## src/rtl/lsu_fu_pkg.sv

```systemverilog
package lsu_fu_pkg;

    typedef enum logic [1:0] {
        OPK_ADD     = 2'd0,
        OPK_LOAD    = 2'd1,
        OPK_STORE   = 2'd2,
        OPK_ADD_ALT = 2'd3
    } op_kind_e;

    typedef enum logic [2:0] {
        SQ_IDLE  = 3'd0,
        SQ_READ  = 3'd1,
        SQ_ADDR  = 3'd2,
        SQ_WRITE = 3'd3,
        SQ_STORE = 3'd4
    } seq_state_e;

    typedef struct packed {
        op_kind_e kind;
        logic     use_imm;
    } op_word_t;

    function automatic logic is_mem_op(op_kind_e k);
        return (k == OPK_LOAD) || (k == OPK_STORE);
    endfunction

endpackage

```

## src/rtl/lsu_fu_chain.sv

```systemverilog
module lsu_fu_chain
    import lsu_fu_pkg::*;
(
    input  logic     clk,
    input  logic     rst,
    input  logic     issue_i,
    input  op_kind_e kind_i,
    input  logic     go_rd_i,
    input  logic     go_adr_i,
    input  logic     go_wr_i,
    input  logic     go_st_i,
    output logic     acc_issue_o,
    output logic     acc_rd_o,
    output logic     acc_adr_o,
    output logic     acc_wr_o,
    output logic     acc_st_o,
    output logic     busy_o,
    output logic     rd_req_o,
    output logic     adr_req_o,
    output logic     wr_req_o,
    output logic     st_req_o
);

    typedef struct packed {
        seq_state_e st;
    } chain_t;

    chain_t c_d, c_q;

    always_comb begin
        c_d         = c_q;
        acc_issue_o = issue_i  && (c_q.st == SQ_IDLE);
        acc_rd_o    = go_rd_i  && (c_q.st == SQ_READ);
        acc_adr_o   = go_adr_i && (c_q.st == SQ_ADDR);
        acc_wr_o    = go_wr_i  && (c_q.st == SQ_WRITE);
        acc_st_o    = go_st_i  && (c_q.st == SQ_STORE);

        unique case (c_q.st)
            SQ_IDLE:  if (acc_issue_o) c_d.st = SQ_READ;
            SQ_READ:  if (acc_rd_o)    c_d.st = is_mem_op(kind_i) ? SQ_ADDR : SQ_WRITE;
            SQ_ADDR:  if (acc_adr_o)   c_d.st = (kind_i == OPK_STORE) ? SQ_STORE : SQ_WRITE;
            SQ_WRITE: if (acc_wr_o)    c_d.st = SQ_IDLE;
            SQ_STORE: if (acc_st_o)    c_d.st = SQ_IDLE;
            default:                   c_d.st = SQ_IDLE;
        endcase
    end

    always_ff @(posedge clk) begin
        if (rst) c_q <= '{st: SQ_IDLE};
        else     c_q <= c_d;
    end

    assign busy_o    = (c_q.st != SQ_IDLE);
    assign rd_req_o  = (c_q.st == SQ_READ);
    assign adr_req_o = (c_q.st == SQ_ADDR);
    assign wr_req_o  = (c_q.st == SQ_WRITE);
    assign st_req_o  = (c_q.st == SQ_STORE);

endmodule

```

## src/rtl/lsu_fu_opnds.sv

```systemverilog
module lsu_fu_opnds
    import lsu_fu_pkg::*;
#(
    parameter int DATA_W = 32
) (
    input  logic              clk,
    input  logic              rst,
    input  logic              acc_issue_i,
    input  logic              acc_rd_i,
    input  logic              acc_wr_i,
    input  logic [1:0]        op_kind_i,
    input  logic              use_imm_i,
    input  logic [DATA_W-1:0] imm_i,
    input  logic [DATA_W-1:0] src1_i,
    input  logic [DATA_W-1:0] src2_i,
    input  logic [DATA_W-1:0] ld_data_i,
    input  logic [DATA_W-1:0] sum_i,
    output op_word_t          op_o,
    output logic [DATA_W-1:0] opa_o,
    output logic [DATA_W-1:0] opb_o,
    output logic [DATA_W-1:0] st_data_o,
    output logic [DATA_W-1:0] result_o
);

    typedef logic [DATA_W-1:0] word_t;

    typedef struct packed {
        op_word_t op;
        word_t    imm;
        word_t    a;
        word_t    b;
        word_t    res;
    } opnd_t;

    opnd_t r_d, r_q;

    always_comb begin
        r_d = r_q;
        if (acc_issue_i) begin
            r_d.op.kind    = op_kind_e'(op_kind_i);
            r_d.op.use_imm = use_imm_i;
            r_d.imm        = imm_i;
        end
        if (acc_rd_i) begin
            r_d.a = src1_i;
            r_d.b = src2_i;
        end
        if (acc_wr_i) begin
            r_d.res = (r_q.op.kind == OPK_LOAD) ? ld_data_i : sum_i;
        end
    end

    always_ff @(posedge clk) begin
        if (rst) r_q <= '0;
        else     r_q <= r_d;
    end

    assign op_o      = r_q.op;
    assign opa_o     = r_q.a;
    assign opb_o     = r_q.op.use_imm ? r_q.imm : r_q.b;
    assign st_data_o = r_q.b;
    assign result_o  = r_q.res;

endmodule

```

## src/rtl/lsu_fu_agen.sv

```systemverilog
module lsu_fu_agen #(
    parameter int DATA_W = 32
) (
    input  logic              clk,
    input  logic              rst,
    input  logic              acc_adr_i,
    input  logic [DATA_W-1:0] opa_i,
    input  logic [DATA_W-1:0] opb_i,
    output logic [DATA_W-1:0] sum_o,
    output logic [DATA_W-1:0] addr_o
);

    logic [DATA_W-1:0] addr_d, addr_q;

    always_comb begin
        sum_o  = opa_i + opb_i;
        addr_d = acc_adr_i ? sum_o : addr_q;
    end

    always_ff @(posedge clk) begin
        if (rst) addr_q <= '0;
        else     addr_q <= addr_d;
    end

    assign addr_o = addr_q;

endmodule

```

## src/rtl/lsu_fu_ctrl.sv

```systemverilog
module lsu_fu_ctrl
    import lsu_fu_pkg::*;
#(
    parameter int DATA_W = 32
) (
    input  logic              clk,
    input  logic              rst,
    input  logic              issue_i,
    input  logic [1:0]        op_kind_i,
    input  logic              use_imm_i,
    input  logic [DATA_W-1:0] imm_i,
    input  logic              go_rd_i,
    input  logic [DATA_W-1:0] src1_i,
    input  logic [DATA_W-1:0] src2_i,
    input  logic              go_adr_i,
    input  logic              go_wr_i,
    input  logic [DATA_W-1:0] ld_data_i,
    input  logic              go_st_i,
    output logic              busy_o,
    output logic              rd_req_o,
    output logic              adr_req_o,
    output logic              wr_req_o,
    output logic              st_req_o,
    output logic [DATA_W-1:0] addr_o,
    output logic [DATA_W-1:0] st_data_o,
    output logic [DATA_W-1:0] result_o
);

    logic              acc_issue, acc_rd, acc_adr, acc_wr, acc_st;
    op_word_t          op_q;
    logic [DATA_W-1:0] opa, opb, sum;

    lsu_fu_chain u_chain (
        .clk        (clk),
        .rst        (rst),
        .issue_i    (issue_i),
        .kind_i     (op_q.kind),
        .go_rd_i    (go_rd_i),
        .go_adr_i   (go_adr_i),
        .go_wr_i    (go_wr_i),
        .go_st_i    (go_st_i),
        .acc_issue_o(acc_issue),
        .acc_rd_o   (acc_rd),
        .acc_adr_o  (acc_adr),
        .acc_wr_o   (acc_wr),
        .acc_st_o   (acc_st),
        .busy_o     (busy_o),
        .rd_req_o   (rd_req_o),
        .adr_req_o  (adr_req_o),
        .wr_req_o   (wr_req_o),
        .st_req_o   (st_req_o)
    );

    lsu_fu_opnds #(.DATA_W(DATA_W)) u_opnds (
        .clk        (clk),
        .rst        (rst),
        .acc_issue_i(acc_issue),
        .acc_rd_i   (acc_rd),
        .acc_wr_i   (acc_wr),
        .op_kind_i  (op_kind_i),
        .use_imm_i  (use_imm_i),
        .imm_i      (imm_i),
        .src1_i     (src1_i),
        .src2_i     (src2_i),
        .ld_data_i  (ld_data_i),
        .sum_i      (sum),
        .op_o       (op_q),
        .opa_o      (opa),
        .opb_o      (opb),
        .st_data_o  (st_data_o),
        .result_o   (result_o)
    );

    lsu_fu_agen #(.DATA_W(DATA_W)) u_agen (
        .clk      (clk),
        .rst      (rst),
        .acc_adr_i(acc_adr),
        .opa_i    (opa),
        .opb_i    (opb),
        .sum_o    (sum),
        .addr_o   (addr_o)
    );

    logic unused_st;
    assign unused_st = acc_st;

endmodule

```

## config.mk

```make
export PLATFORM = sky130hd
export DESIGN_NAME = lsu_fu_ctrl
export DESIGN_NICKNAME = d
export VERILOG_FILES = /design/src/rtl/lsu_fu_pkg.sv /design/src/rtl/lsu_fu_chain.sv /design/src/rtl/lsu_fu_opnds.sv /design/src/rtl/lsu_fu_agen.sv /design/src/rtl/lsu_fu_ctrl.sv
export SDC_FILE = /design/constraint.sdc
export NUM_CORES = 1
export LEC_CHECK = 0
export CAP_MARGIN = 20
export CORE_AREA = 4 4 147 149
export DETAILED_ROUTE_END_ITERATION = 6
export DIE_AREA = 0 0 151 153
export HOLD_SLACK_MARGIN = 0.08
export PLACE_DENSITY = 0.76
export SLEW_MARGIN = 20
export SYNTH_ARGS = -nofsm -noshare
export SYNTH_HDL_FRONTEND = slang
export SYNTH_SLANG_ARGS = --single-unit
```

## constraint.sdc

```tcl
create_clock -name clk -period 3.3 [get_ports clk]
set_input_delay 0.66 -clock clk [delete_from_list [all_inputs] [get_ports clk]]
set_output_delay 0.66 -clock clk [all_outputs]
set_load 0.01 [all_outputs]
```

### Word level (Yosys, flattened, before mapping)

Cells that the tools add are included.

| word-level totals | value |
|---|---|
| bits in registers | 166 |
| input bits | 138 |
| logic and storage cells | 39 |

| cells by class | value |
|---|---|
| add/sub/neg operators | 1 |
| eq/ne operators | 11 |
| mux-type cells | 10 |
| reduce and logical (&&, ||, !) cells | 9 |

Operators with widths:

| cell | number |
|---|---|
| 32-bit 2-to-1 mux | 2 |
| 32-bit adder | 1 |
| 3-bit 2-to-1 mux | 6 |
| 3-bit case mux with 5 select lines | 1 |
| 2-bit by 1-bit != test with 1-bit output, second input constant | 4 |
| 3-bit by 2-bit equality test with 1-bit output, second input constant | 2 |
| 1-bit logical AND | 5 |
| 5-bit AND reduction | 1 |
| 3-bit by 1-bit equality test with 1-bit output, second input constant | 1 |
| 3-bit equality test, second input constant | 1 |
| 3-bit logical NOT | 1 |
| 3-bit nonzero test | 1 |
| 2-bit by 1-bit equality test with 1-bit output, second input constant | 1 |
| 2-bit equality test, second input constant | 1 |
| 2-bit != test, second input constant | 1 |
| 1-bit logical OR | 1 |
| 1-bit 2-to-1 mux | 1 |

### Depth between registers and ports, before layout

| depth | value |
|---|---|
| depth after elaboration | 5 |
| gate-level depth with buffers | 13 |
| gate-level depth less buffers | 11 |

### Hierarchy

From an unflattened synthesis, not the netlist that was laid out.

| second synthesis, totals | value |
|---|---|
| cells, all modules | 1020 |
| area total of the unflattened synthesis | 9552.9 um^2 |

By module, submodules not included:

| module | instances | cells each | area an instance (um^2) | seq. area each (um^2) |
|---|---|---|---|---|
| lsu_fu_opnds | 1 | 638 | 6403.6 | 2622.5 |
| lsu_fu_agen | 1 | 343 | 2835.2 | 640.6 |
| lsu_fu_chain | 1 | 39 | 314.1 | 60.1 |

### Worst setup path before layout

OpenSTA, ideal clock, no wires.

| timing | value |
|---|---|
| kind | flip-flop to flip-flop |
| from | register u_opnds.r_q, in the netlist u_opnds.op_o[0] |
| to | register u_opnds.r_q, in the netlist u_opnds.result_o[29] |
| arrival time | 3.107 ns |
| slack | 0.061 ns |
| stages on the path, launching flop included | 14 |
| buffers on the path | 3 |
| clock period less this slack | 3.239 ns |
| cell sequence | dfxtp_1 -> clkbuf_1 -> clkbuf_1 -> mux2_2 -> ha_1 -> buf_2 -> nand4_2 -> o31a_1 -> o2111a_1 -> o211ai_2 -> a31oi_4 -> o211a_1 -> a211oi_1 -> a21oi_1 |

| between the ends | value |
|---|---|
| longest elaborated chain between the ends | 3 |

Ends and longest elaborated chain:

| what | RTL line | source |
|---|---|---|
| start, declared | lsu_fu_opnds.sv:35 | `opnd_t r_d, r_q;` |
| start signal, assigned | lsu_fu_opnds.sv:55 | `else r_q <= r_d;` |
| 32-bit 2-to-1 mux | lsu_fu_opnds.sv:60 | `assign opb_o = r_q.op.use_imm ? r_q.imm : r_q.b;` |
| 32-bit adder | lsu_fu_agen.sv:16 | `sum_o = opa_i + opb_i;` |
| 32-bit 2-to-1 mux | lsu_fu_opnds.sv:49 | `r_d.res = (r_q.op.kind == OPK_LOAD) ? ld_data_i : sum_i;` |

Every way passes these cells.
A chain may end at the register's enable or synchronous reset.

### Final worst setup path

| timing | value |
|---|---|
| from | register u_opnds.r_q, in the netlist u_opnds.op_o[0] |
| to | register u_agen.addr_q[28] (netlist: u_agen.addr_o[28]) |

| between the ends | value |
|---|---|
| longest elaborated chain between the ends | 2 |

Ends and longest elaborated chain:

| what | RTL line | source |
|---|---|---|
| 32-bit 2-to-1 mux | lsu_fu_opnds.sv:60 |  |
| 32-bit adder | lsu_fu_agen.sv:16 |  |
| end signal, assigned | lsu_fu_agen.sv:22 | `else addr_q <= addr_d;` |
| end, declared | lsu_fu_agen.sv:13 | `logic [DATA_W-1:0] addr_d, addr_q;` |

Every way passes these cells.

==> flow_metrics.py <==
metrics = {
    "route": {
        "number_of_violations_reported_at_the_end_of_detailed_routing_iteration_0": 446,
        "drc": 0,
        "routed_wirelength_mm": 26.0,
        "drtAntennaViolNets": 0,
        "viasPerCell": 5.25,
        "avgRoutedWirePerCell_microns": 16.4,
        "vias": 8313,
        "detailedRoute.firstPassIterationCount": 5,
    },
    "floorplan": {
        "ioPinCount": 239,
        "initial_utilization_pct": 43.8,
        "die-width_microns": 151,
        "dieArea_sq_um": 23100,
        "die-height_microns": 153,
        "floorplan.rows": 52,
        "core_area_sq_um": 20200,
    },
    "clocking": {
        "root_buffer": "sky130_fd_sc_hd__clkbuf_16",
        "ctsHtreeMaxLevel": 4,
        "cts.path.max_buffers": 2,
        "clk_latency_ns": 0.43,
        "clock_buffer_count_from_cts": 17,
        "tritoncts": "done",
        "cts_sinks": 166,
        "clkSlewWorstSetupHoldPaths_ns": 0.07,
        "cts_hold_buffers": 0,
    },
    "synthesis": {
        "seq_area_frac_synth_pct": 37.6,
        "async_flop_share_pct": 0,
        "yosysTopAreaCellShare_pct": 37.6,
        "yosys_register_bits": 166,
        "synth_ff_type": "sky130_fd_sc_hd__dfxtp_1",
        "netlist-cell-type-count": 64,
        "yosysTopAreaCell": "sky130_fd_sc_hd__dfxtp_1",
        "syn-cell-area_sq_um": 8840,
        "synthesis.nets": 1312,
        "ys_top_cells_by_area": "sky130_fd_sc_hd__dfxtp_1 (38%), sky130_fd_sc_hd__nand2_1 (12%), sky130_fd_sc_hd__a21oi_1 (9.6%)",
        "synth_enable_flop_cells": 0,
        "cells_after_synth": 1140,
        "avg_inst_size_synth_sq_um": 7.75,
        "yosysWarnings": 0,
    },
    "grt": {
        "grt_max_degree": 69,
        "global_route.overflow_total": 0,
        "antenna_found_initial": 0,
        "grtUsageTotal_pct": 22.1,
        "grt_first_pass_wirelength_mm": 41.5,
        "first_global_vias": 8068,
    },
    "final_layout": {
        "drive_gt1_share_pct": 10.5,
        "synthToLayoutAreaGrowth_pct": 32.8,
        "finalInstanceArea_sq_um": 11700,
        "n_diodes": 0,
        "finalNetCount": 1473,
    },
    "pwr": {
        "max-vdd-ir-drop_v": 0.000349,
        "totalPowerFinal_uw": 5580,
        "cell_area_power_density_nw_per_um2": 475,
        "leakagePower_uw": 0.00443,
    },
    "setup_path": {
        "start_kind": "register",
        "worstPathMaxFanout": 17,
        "required_ns": 3.58,
        "cp-end-kind": "register",
        "critical_path_arrival_ns": 3.45,
        "timing.setup.critical_path_class": "register to register",
    },
    "timing": {
        "slew_viol_final": 0,
        "setup_viol": 0,
        "post-route-min-period_ns": 3.17,
        "fin_skew_ns": 0.0163,
        "final.setup.tns_ns": 0,
        "final.period_utilization_pct": 96.2,
        "max_slew_margin_pct": 44.2,
        "maxClockFrequency_mhz": 315,
        "timing_worst_slew_pin_value_ns": 0.836,
        "report.final.hold_viol_count": 0,
    },
    "place": {
        "place_hpwl_mm": 19.8,
        "place_area_sq_um": 11100,
        "global_placer_s_final_weighted_congestion": 0.937,
        "io_buffers": 238,
    },
    "flow_run": {
        "cap_viol_max_count": 0,
    },
    "worst_hold_path": {
        "timing.hold.worst.class": "register to register",
    },
    "run_status": {
        "outcome": "completed",
    },
}
[worst paths after layout]
kind                    startpoint                end  slack (ns)  cells after the start
setup / recovery   u_opnds.op_o[0]  u_agen.addr_o[28]        0.13                     12
hold / removal    u_opnds.r_q[114]   u_opnds.r_q[114]        0.45                      2
setup reg to reg   u_opnds.op_o[0]  u_agen.addr_o[28]        0.13                     12
hold reg to reg   u_opnds.r_q[114]   u_opnds.r_q[114]        0.45                      2
[per-layer routing]
layer / routed length [microns] / vias up / global-route usage [%] / share of wire, %
met5: 0 / - / 0 / 0
li1: - / 4182 / - / -
met4: 300 / 0 / 4.84 / 1.2
met2: 11400 / 260 / 33.8 / 44
met3: 2060 / 20 / 5.09 / 7.9
met1: 12200 / 3851 / 31.8 / 47
[cells in the final DEF, fill, tap and decap left out, drive strengths merged, types with 3 or more instances in the layout]
| cell type | Yosys | routed |
|---|---|---|
| mux2i | 7 | 7 |
| ha | 33 | 33 |
| inv | 16 | 25 |
| xnor2 | 18 | 18 |
| a21o | 13 | 13 |
| o21bai | 3 | 3 |
| nor2b | 3 | 3 |
| o21a | 4 | 4 |
| a211o | 5 | 5 |
| clkinv | 1 | 4 |
| mux2 | 31 | 31 |
| nor2 | 50 | 50 |
| clkbuf | 63 | 17 |
| a21oi | 174 | 174 |
| or3 | 8 | 8 |
| clkdlybuf4s50 | 0 | 237 |
| clkinvlp | 0 | 3 |
| o211ai | 14 | 14 |
| buf | 78 | 46 |
| or4 | 5 | 5 |
| nand2 | 278 | 278 |
| nand4 | 8 | 8 |
| a311oi | 5 | 5 |
| o21ai | 43 | 43 |
| nor3 | 9 | 9 |
| a211oi | 14 | 14 |
| nand3 | 26 | 26 |
| and2 | 8 | 8 |
| xor2 | 8 | 8 |
| a31oi | 12 | 12 |
| dfxtp | 166 | 166 |
| and3 | 5 | 5 |
[timing repair]
item                                   in CTS  in global routing
setup buffers                               0                  8
gates resized for setup                     0                 11
setup endpoints to repair                   0                 21
endpoints found under the hold margin       0                  0
[metrics by stage]
step	hold WS [ns]	util, %	setup WS, ns	cells
after floorplan	0.432	-	0.0606	1140
after global placement	0.438	54.9	0.110	1544
after detailed placement	0.443	54.9	0.0634	1544
after CTS	0.455	57.7	0.0491	1576
after global routing	0.474	58.2	-0.00356	1584
final	0.453	58.2	0.126	1584
[cells by family (layout without fill, tap and decap cells)]
kind of cell	Yosys count	count (layout)	share of synthesized area, %
and+or+nand+nor	409	409	19.4
xor gates and xnor gates	26	26	2.58
buffers and inverters	158	332	9.70
DFF	166	166	37.6
AOI/OAI and AO/OA	309	309	21.1
muxes	38	38	4.74
adders and majority gates	34	34	4.90
[synthesized netlist by cell type (3+ instances only)]
cell type,instances
sky130_fd_sc_hd__nand2_1,277
sky130_fd_sc_hd__a21oi_1,169
sky130_fd_sc_hd__dfxtp_1,166
sky130_fd_sc_hd__buf_4,65
sky130_fd_sc_hd__clkbuf_1,63
sky130_fd_sc_hd__nor2_1,50
sky130_fd_sc_hd__o21ai_0,39
sky130_fd_sc_hd__ha_1,33
sky130_fd_sc_hd__mux2_2,31
sky130_fd_sc_hd__nand3_1,26
sky130_fd_sc_hd__xnor2_1,18
sky130_fd_sc_hd__inv_1,16
sky130_fd_sc_hd__a211oi_1,14
sky130_fd_sc_hd__a21o_1,13
sky130_fd_sc_hd__o211ai_1,12
sky130_fd_sc_hd__a31oi_1,11
sky130_fd_sc_hd__buf_2,10
sky130_fd_sc_hd__nor3_1,9
sky130_fd_sc_hd__and2_1,8
sky130_fd_sc_hd__or3_1,8
sky130_fd_sc_hd__xor2_1,8
sky130_fd_sc_hd__mux2i_1,7
sky130_fd_sc_hd__nand4_1,7
sky130_fd_sc_hd__a211o_1,5
sky130_fd_sc_hd__a21oi_2,5
sky130_fd_sc_hd__a311oi_1,5
sky130_fd_sc_hd__and3_1,5
sky130_fd_sc_hd__or4_1,5
sky130_fd_sc_hd__o21a_1,4
sky130_fd_sc_hd__nor2b_1,3
sky130_fd_sc_hd__o21ai_1,3
sky130_fd_sc_hd__o21bai_1,3
[where the power goes]
part / switching (uW) / internal (uW) / leakage, uW
logic: 761 / 653 / 0.00282
clock network: 906 / 998 / 0.000269
registers: 107 / 2150 / 0.00135
[critical path, cell delays in order (launching register included)]
cell and delay [ns]:
sky130_fd_sc_hd__dfxtp_2 0.35, sky130_fd_sc_hd__buf_12 0.16, sky130_fd_sc_hd__mux2_2 0.34, sky130_fd_sc_hd__ha_1 0.21, sky130_fd_sc_hd__fa_2 0.35, sky130_fd_sc_hd__a21o_1 0.21, sky130_fd_sc_hd__a31o_2 0.27, sky130_fd_sc_hd__nand3_1 0.12
sky130_fd_sc_hd__a311oi_2 0.14, sky130_fd_sc_hd__o2111a_1 0.32, sky130_fd_sc_hd__or3_1 0.38, sky130_fd_sc_hd__nand3_1 0.09, sky130_fd_sc_hd__a21oi_1 0.07
[registers in the layout, summed over array words and instances, names as in the netlist]
| register | count |
|---|---|
| u_opnds.op_o | 3 |
| u_agen.addr_o | 32 |
| u_opnds.opa_o | 32 |
| u_opnds.r_q | 32 |
| u_opnds.result_o | 32 |
| u_opnds.st_data_o | 32 |
| u_chain.c_q | 3 |
[area by class of cell]
type,count,area [sq um]
Clock buffer,17,425
Clock inverter,15,138
Fill cell,1907,8430
Inverter,17,63.8
Multi-Input combinational cell,816,4710
Sequential cell,166,3320
Tap cell,270,338
Timing Repair Buffer,283,2740
Note: power is estimated with default switching activity, not from simulation.
